==> config.mk <==
export PLATFORM = sky130hd
export DESIGN_NAME = lin_sync_detect
export DESIGN_NICKNAME = d
export VERILOG_FILES = /design/src/rtl/lsd_pkg.sv /design/src/rtl/lsd_edge.sv /design/src/rtl/lsd_meas.sv /design/src/rtl/lsd_eval.sv /design/src/rtl/lin_sync_detect.sv
export SDC_FILE = /design/constraint.sdc
export NUM_CORES = 1
export LEC_CHECK = 0
export ABC_CLOCK_PERIOD_IN_PS = 5450
export BUFFER_PORTS_ARGS = -buffer_cell sky130_fd_sc_hd__buf_2
export CAP_MARGIN = 25
export CORE_MARGIN = 5
export CORE_UTILIZATION = 27
export DETAILED_ROUTE_END_ITERATION = 16
export PLACE_DENSITY = 0.49
export SETUP_SLACK_MARGIN = 0.4
export SYNTH_ARGS = -nofsm -noshare
export SYNTH_HDL_FRONTEND = slang
export SYNTH_SLANG_ARGS = --single-unit
==> constraint.sdc <==
create_clock -name clk -period 5.45 [get_ports clk]
set_clock_uncertainty 0.1 [all_clocks]
set_input_delay 1.3625 -clock clk [delete_from_list [all_inputs] [get_ports clk]]
set_output_delay 1.3625 -clock clk [all_outputs]
set_load 0.01 [all_outputs]
==> src/rtl/lsd_pkg.sv <==
package lsd_pkg;
  typedef enum logic [1:0] {
    MODE_NORM = 2'b00,
    MODE_DBL  = 2'b01,
    MODE_LIN  = 2'b10,
    MODE_GEN  = 2'b11
  } lsd_mode_e;

  typedef enum logic [2:0] {
    ST_IDLE,
    ST_BRK,
    ST_DELIM,
    ST_MEAS,
    ST_EVAL,
    ST_ERR
  } lsd_state_e;
endpackage

==> src/rtl/lsd_edge.sv <==
module lsd_edge (
  input  logic clk,
  input  logic rst,
  input  logic rxd_i,
  output logic fall_o,
  output logic rise_o,
  output logic any_o
);
  logic rxd_q;

  always_ff @(posedge clk) begin
    if (rst) rxd_q <= 1'b1;
    else     rxd_q <= rxd_i;
  end

  assign fall_o = rxd_q & ~rxd_i;
  assign rise_o = ~rxd_q & rxd_i;
  assign any_o  = rxd_q ^ rxd_i;
endmodule

==> src/rtl/lsd_meas.sv <==
module lsd_meas #(
  parameter int CNT_W = 20
) (
  input  logic             clk,
  input  logic             rst,
  input  logic             start_i,
  input  logic             run_i,
  input  logic             edge_i,
  output logic [CNT_W-1:0] total_o,
  output logic [CNT_W-1:0] ivl_min_o,
  output logic [CNT_W-1:0] ivl_max_o
);
  logic [CNT_W-1:0] ivl_q;
  logic [CNT_W-1:0] ivl_len;

  assign ivl_len = ivl_q + 1'b1;

  always_ff @(posedge clk) begin
    if (rst || start_i) begin
      total_o   <= '0;
      ivl_q     <= '0;
      ivl_min_o <= '1;
      ivl_max_o <= '0;
    end else if (run_i) begin
      total_o <= total_o + 1'b1;
      if (edge_i) begin
        ivl_q <= '0;
        if (ivl_len < ivl_min_o) ivl_min_o <= ivl_len;
        if (ivl_len > ivl_max_o) ivl_max_o <= ivl_len;
      end else begin
        ivl_q <= ivl_len;
      end
    end
  end
endmodule

==> src/rtl/lsd_eval.sv <==
module lsd_eval #(
  parameter int DIV_W   = 16,
  parameter int CNT_W   = 20,
  parameter int DIV_MIN = 16,
  parameter int DIV_MAX = 65535
) (
  input  logic [CNT_W-1:0] total_i,
  input  logic [CNT_W-1:0] ivl_min_i,
  input  logic [CNT_W-1:0] ivl_max_i,
  input  logic             shape_chk_i,
  output logic [DIV_W-1:0] div_o,
  output logic             bad_o
);
  logic [CNT_W-1:0] rnd;
  logic [CNT_W-1:0] per;
  logic [CNT_W-1:0] spread;
  logic [CNT_W-1:0] tol;
  logic             range_bad;
  logic             shape_bad;

  always_comb begin
    rnd       = total_i + CNT_W'(4);
    per       = rnd >> 3;
    spread    = ivl_max_i - ivl_min_i;
    tol       = total_i >> 4;
    range_bad = (per < CNT_W'(DIV_MIN)) || (per > CNT_W'(DIV_MAX));
    shape_bad = shape_chk_i && (spread > tol);
    bad_o     = range_bad || shape_bad;
    div_o     = per[DIV_W-1:0];
  end
endmodule

==> src/rtl/lin_sync_detect.sv <==
module lin_sync_detect
  import lsd_pkg::*;
#(
  parameter int DIV_W   = 16,
  parameter int DIV_MIN = 16,
  parameter int DIV_MAX = 65535
) (
  input  logic             clk,
  input  logic             rst,
  input  logic             rxd_i,
  input  logic [1:0]       mode_i,
  input  logic [DIV_W-1:0] baud_div_i,
  input  logic             wfb_req_i,
  input  logic             sync_err_clr_i,
  input  logic             brk_clr_i,
  input  logic             data_rcvd_i,
  output logic             brk_flag_o,
  output logic             sync_err_o,
  output logic             baud_vld_o,
  output logic [DIV_W-1:0] baud_div_o
);
  localparam int CNT_W = DIV_W + 4;
  localparam logic [CNT_W-1:0] TMO_LIM = CNT_W'(8 * DIV_MAX + 3);

  lsd_state_e       state_q;
  logic             fall, rise, any_edge;
  logic             auto_en, lin_mode;
  logic             meas_start, meas_run;
  logic [CNT_W-1:0] total, ivl_min, ivl_max;
  logic [DIV_W-1:0] div_calc;
  logic             div_bad;
  logic [CNT_W-1:0] lo_cnt;
  logic [CNT_W:0]   lo_len;
  logic [CNT_W-1:0] bd_ext, thr;
  logic [2:0]       ecnt;
  logic             wfb_pend;
  logic             brk_ok;

  assign auto_en    = mode_i[1];
  assign lin_mode   = (lsd_mode_e'(mode_i) == MODE_LIN);
  assign meas_start = (state_q == ST_DELIM) && fall;
  assign meas_run   = (state_q == ST_MEAS);

  lsd_edge edge_i (
    .clk(clk), .rst(rst), .rxd_i(rxd_i),
    .fall_o(fall), .rise_o(rise), .any_o(any_edge)
  );

  lsd_meas #(.CNT_W(CNT_W)) meas_i (
    .clk(clk), .rst(rst), .start_i(meas_start), .run_i(meas_run),
    .edge_i(any_edge), .total_o(total), .ivl_min_o(ivl_min), .ivl_max_o(ivl_max)
  );

  lsd_eval #(.DIV_W(DIV_W), .CNT_W(CNT_W), .DIV_MIN(DIV_MIN), .DIV_MAX(DIV_MAX)) eval_i (
    .total_i(total), .ivl_min_i(ivl_min), .ivl_max_i(ivl_max),
    .shape_chk_i(lin_mode), .div_o(div_calc), .bad_o(div_bad)
  );

  // Break threshold: 11 bit times at the divisor in use.
  assign bd_ext = CNT_W'(baud_div_i);
  assign thr    = (bd_ext << 3) + (bd_ext << 1) + bd_ext;
  assign lo_len = {1'b0, lo_cnt} + 1'b1;
  assign brk_ok = wfb_pend || (lo_len >= {1'b0, thr});

  always_ff @(posedge clk) begin
    if (rst) begin
      wfb_pend <= 1'b0;
    end else if (wfb_req_i) begin
      wfb_pend <= 1'b1;
    end else if (auto_en && state_q == ST_BRK && rise) begin
      wfb_pend <= 1'b0;
    end
  end

  always_ff @(posedge clk) begin
    if (rst) begin
      state_q    <= ST_IDLE;
      lo_cnt     <= '0;
      ecnt       <= '0;
      brk_flag_o <= 1'b0;
      sync_err_o <= 1'b0;
      baud_vld_o <= 1'b0;
      baud_div_o <= '0;
    end else if (!auto_en) begin
      state_q    <= ST_IDLE;
      brk_flag_o <= 1'b0;
      sync_err_o <= 1'b0;
      baud_vld_o <= 1'b0;
    end else begin
      baud_vld_o <= 1'b0;
      if (data_rcvd_i || brk_clr_i) brk_flag_o <= 1'b0;
      if (sync_err_clr_i)           sync_err_o <= 1'b0;
      case (state_q)
        ST_IDLE: begin
          if (fall) begin
            state_q <= ST_BRK;
            lo_cnt  <= '0;
          end
        end
        ST_BRK: begin
          if (rise) state_q <= brk_ok ? ST_DELIM : ST_IDLE;
          else if (lo_cnt != '1) lo_cnt <= lo_cnt + 1'b1;
        end
        ST_DELIM: begin
          if (fall) begin
            state_q <= ST_MEAS;
            ecnt    <= '0;
          end
        end
        ST_MEAS: begin
          if (any_edge && ecnt == 3'd7) begin
            state_q <= ST_EVAL;
          end else if (total >= TMO_LIM) begin
            state_q    <= ST_ERR;
            sync_err_o <= 1'b1;
          end else if (any_edge) begin
            ecnt <= ecnt + 1'b1;
          end
        end
        ST_EVAL: begin
          if (div_bad) begin
            state_q    <= ST_ERR;
            sync_err_o <= 1'b1;
          end else begin
            state_q    <= ST_IDLE;
            baud_vld_o <= 1'b1;
            baud_div_o <= div_calc;
            brk_flag_o <= 1'b1;
          end
        end
        ST_ERR: begin
          if (sync_err_clr_i) state_q <= ST_IDLE;
        end
        default: state_q <= ST_IDLE;
      endcase
    end
  end
endmodule

==> key figures <==
Status
  • Outcome: finished clean

Clocking
  • CTS Hold Bufs: 0
  • TritonCTS clock tree: yes
  • Cts bufs inserted: 17
  • Clk root buf: clkbuf_16
  • Clock Pin Slew Worst Setup and Hold Paths: 60 ps
  • Clk buf depth: 2
  • Clk_lat worst skew: 430 ps
  • CTS sink cnt: 127
  • H-tree depth: 4

Cells and area
  • Nets: 1479
  • Layout cells sized above 1: 0.0917
  • Antenna cell count: 0
  • Fillcell total: 3983
  • Most common cell after layout, fill and taps aside: dfxtp_1
  • Area Overhead vs Synth: 13.4%
  • Most frequent cells in the layout: 127 x dfxtp_1, 122 x a21oi_1, 122 x ha_1

Setup path
  • Depth of the most critical reg-to-reg path: 17
  • Worst R2R End: meas_i.ivl_max_o[17]
  • Worst R2R Start: meas_i.ivl_q[0]
  • Critical Path Source Type: input port
  • Flop2flop setup slack: 900 ps
  • Critical setup path kind: input port to flop
  • Max FO, Critical Path: 3
  • Crit path DAT: 5020 ps
  • WP data required: 5640 ps
  • Worst Setup End Kind: flop

Logic synthesis
  • Syn Area/Cell: 7.90 um2
  • Yosys cell types: 69
  • Synthesized instance count: 1300
  • Count of warnings emitted by yosys: 0
  • Largest area contributor in the synthesized netlist: dfxtp_1
  • Flops & latches, synth: 127
  • Top-area cell type share of the netlist area: 0.248
  • EDFF count, synth: 0
  • Mapped Area: 10300 um2
  • Synthesized Nets: 1462
  • Seq/Total Area, Yosys: 0.248
  • Most used DFF post-synth: dfxtp_1
  • Asr flop ratio synth: 0
  • Top cells by area, synth: dfxtp_1 25%, ha_1 15%, xnor2_1 6.1%

Die
  • Die area: 42000 um2
  • Standard-cell rows: 71
  • Die H: 205 um
  • Io pins: 44
  • Core box area: 37600 um2
  • Die W: 205 um
  • Initial core utilization: 0.273

STA
  • Period minus WS final: 4830 ps
  • Final hold vios: 0
  • Slew Viols, Final: 0
  • Max Clock Freq: 207 MHz
  • Hold slack: 357 ps
  • RSZ-0062 raised after global routing: false
  • Worst rel slew slack: 0.361
  • Setup violations, final: 0
  • Worst slew pin tran: 959 ps
  • Setup TNS: 0 ps
  • Period utilization: 0.886

Power and ir drop
  • Part of the power in combinational logic: 0.140
  • LEAKAGE: 4.97 nW
  • Clock network fraction of design power: 0.483
  • Seq pwr share: 0.377
  • Sw Ratio: 0.269
  • Net switching power figure: 0.665 mW
  • Pwr/cell area: 212 nW/um2
  • Design Power: 2.47 mW
  • Peak supply drop: 0.155 mV
  • P_int: 1.81 mW

Global routing
  • Initial antenna violation count: 0
  • Number of global-route vias before repair: 8877
  • Gr ovfl total: 0
  • Overall global routing resource usage: 0.128
  • First-pass GRT wire length: 44.4 mm
  • Largest net degree at the start of global routing: 46

Routing
  • Routed Antenna Nets: 0
  • Via density: 4.91
  • Avg WL per Cell: 14.4 um
  • Vias: 9047
  • Routed wl met3: 936 um
  • M1 WL: 13.0 mm
  • Top sig layer: met4
  • Final wirelength: 26.5 mm
  • Routed length on met2: 12.0 mm
  • DRT iter0 DRCs: 510
  • Pre-antenna DRT Iters: 5
  • Drc violations: 0

Job
  • Max cap viols: 0

Hold path
  • Min-delay src: ecnt[1]
  • Hold Path Stages: 2
  • HP Class: flop to flop
  • WHS Endpoint: ecnt[1]

Place
  • Hpwl dp: 20.3 mm
  • Number of I/O port buffers: 43
  • Placer Congestion: 0.831
==> Yosys cell counts (11+ instances only) <==
library cell,instances
nand4_1,24
inv_1,82
xor2_1,28
and3_1,37
nand3_1,49
a31oi_1,11
and2_1,12
nand2_1,103
xnor2_1,71
clkbuf_1,48
o21ai_0,51
nor3_1,70
fa_1,15
nand2b_1,12
o211ai_1,28
dfxtp_1,127
a21o_1,24
ha_1,122
nor2_1,101
nor2b_1,16
a21oi_1,122
==> cell families after synthesis <==
logic type               count (synthesis)  share of synthesized area
AO/OA/AOI/OAI                          302                      0.187
buffers and inverters                  145                     0.0568
adder cells (fa/ha/maj)                137                      0.178
AND/OR/NAND/NOR                        484                      0.241
multiplexers                             6                    0.00597
flip-flops                             127                      0.248
XOR/XNOR                                99                     0.0844
==> flip-flops by register name, summed over array words and instances, names as in the netlist <==
signal,count
wfb_pend,1
lo_cnt,20
edge_i.rxd_q,1
ecnt,3
meas_i.total_o,20
brk_flag_o,1
meas_i.ivl_max_o,20
baud_vld_o,1
meas_i.ivl_min_o,20
state_q,3
baud_div_o,16
meas_i.ivl_q,20
sync_err_o,1
==> metal layers <==
metal	track usage	up-vias
met1	0.172	4188
met5	0	-
met2	0.211	158
met4	0.0373	0
met3	0.0207	30
li1	-	4671
==> final cells by class <==
cell class                 count  area [um2]  area share
clock buffer                  18         429      0.0369
multi-input combinational   1028        7190       0.617
sequential                   127        2540       0.218
tap                          511         639      0.0549
clock inverter                14         179      0.0154
inverter                      83         312      0.0268
timing repair buffer          60         355      0.0305
==> worst max-delay path, cell delays in order <==
cell and delay, ps:
buf_2 130, fa_1 500, ha_1 310, a21o_1 180
a21o_1 230, a2111oi_4 360, buf_4 170, o21ai_0 120
o211ai_1 260, buf_4 160, o21bai_1 60, a211o_1 290
nand2_1 70, ha_1 240, a21o_1 160, a21oi_1 140
o21ai_1 70, nor3_1 140, a21oi_1 90
==> how the worst max path moves through the flow <==
stage / cells after the start / from / to
global placement: 18 / baud_div_i[0] / state_q[1]
CTS: 18 / baud_div_i[0] / state_q[1]
detailed placement: 18 / baud_div_i[0] / state_q[1]
finish: 19 / baud_div_i[0] / state_q[1]
floorplan: 16 / baud_div_i[0] / state_q[1]
global route: 19 / baud_div_i[0] / state_q[1]
==> power groups by stage <==
stage	logic [mW]	clock network [mW]	registers, mW
final	0.347	1.19	0.932
after global routing	0.401	1.27	0.931
after CTS	0.342	1.23	0.931
after detailed placement	0.338	0	0.952
after global placement	0.334	0	0.952
after floorplan	0.251	0	0.951
==> through the flow <==
stage | setup WS [ps] | util | instances | area (um2)
floorplan | 535 | - | 1300 | 10300
global placement | 68.6 | 0.293 | 1809 | 11000
detailed placement | 89.0 | 0.293 | 1809 | 11000
CTS | 499 | 0.309 | 1841 | 11600
global route | 382 | 0.310 | 1841 | 11600
finish | 619 | 0.310 | 1841 | 11600
==> what timing repair did <==
action | CTS | global route
endpoints found under the setup margin | 0 | 1
setup buffers | 0 | 0
resized for setup | 0 | 7
No activity file was read; power rests on OpenSTA's default activity.
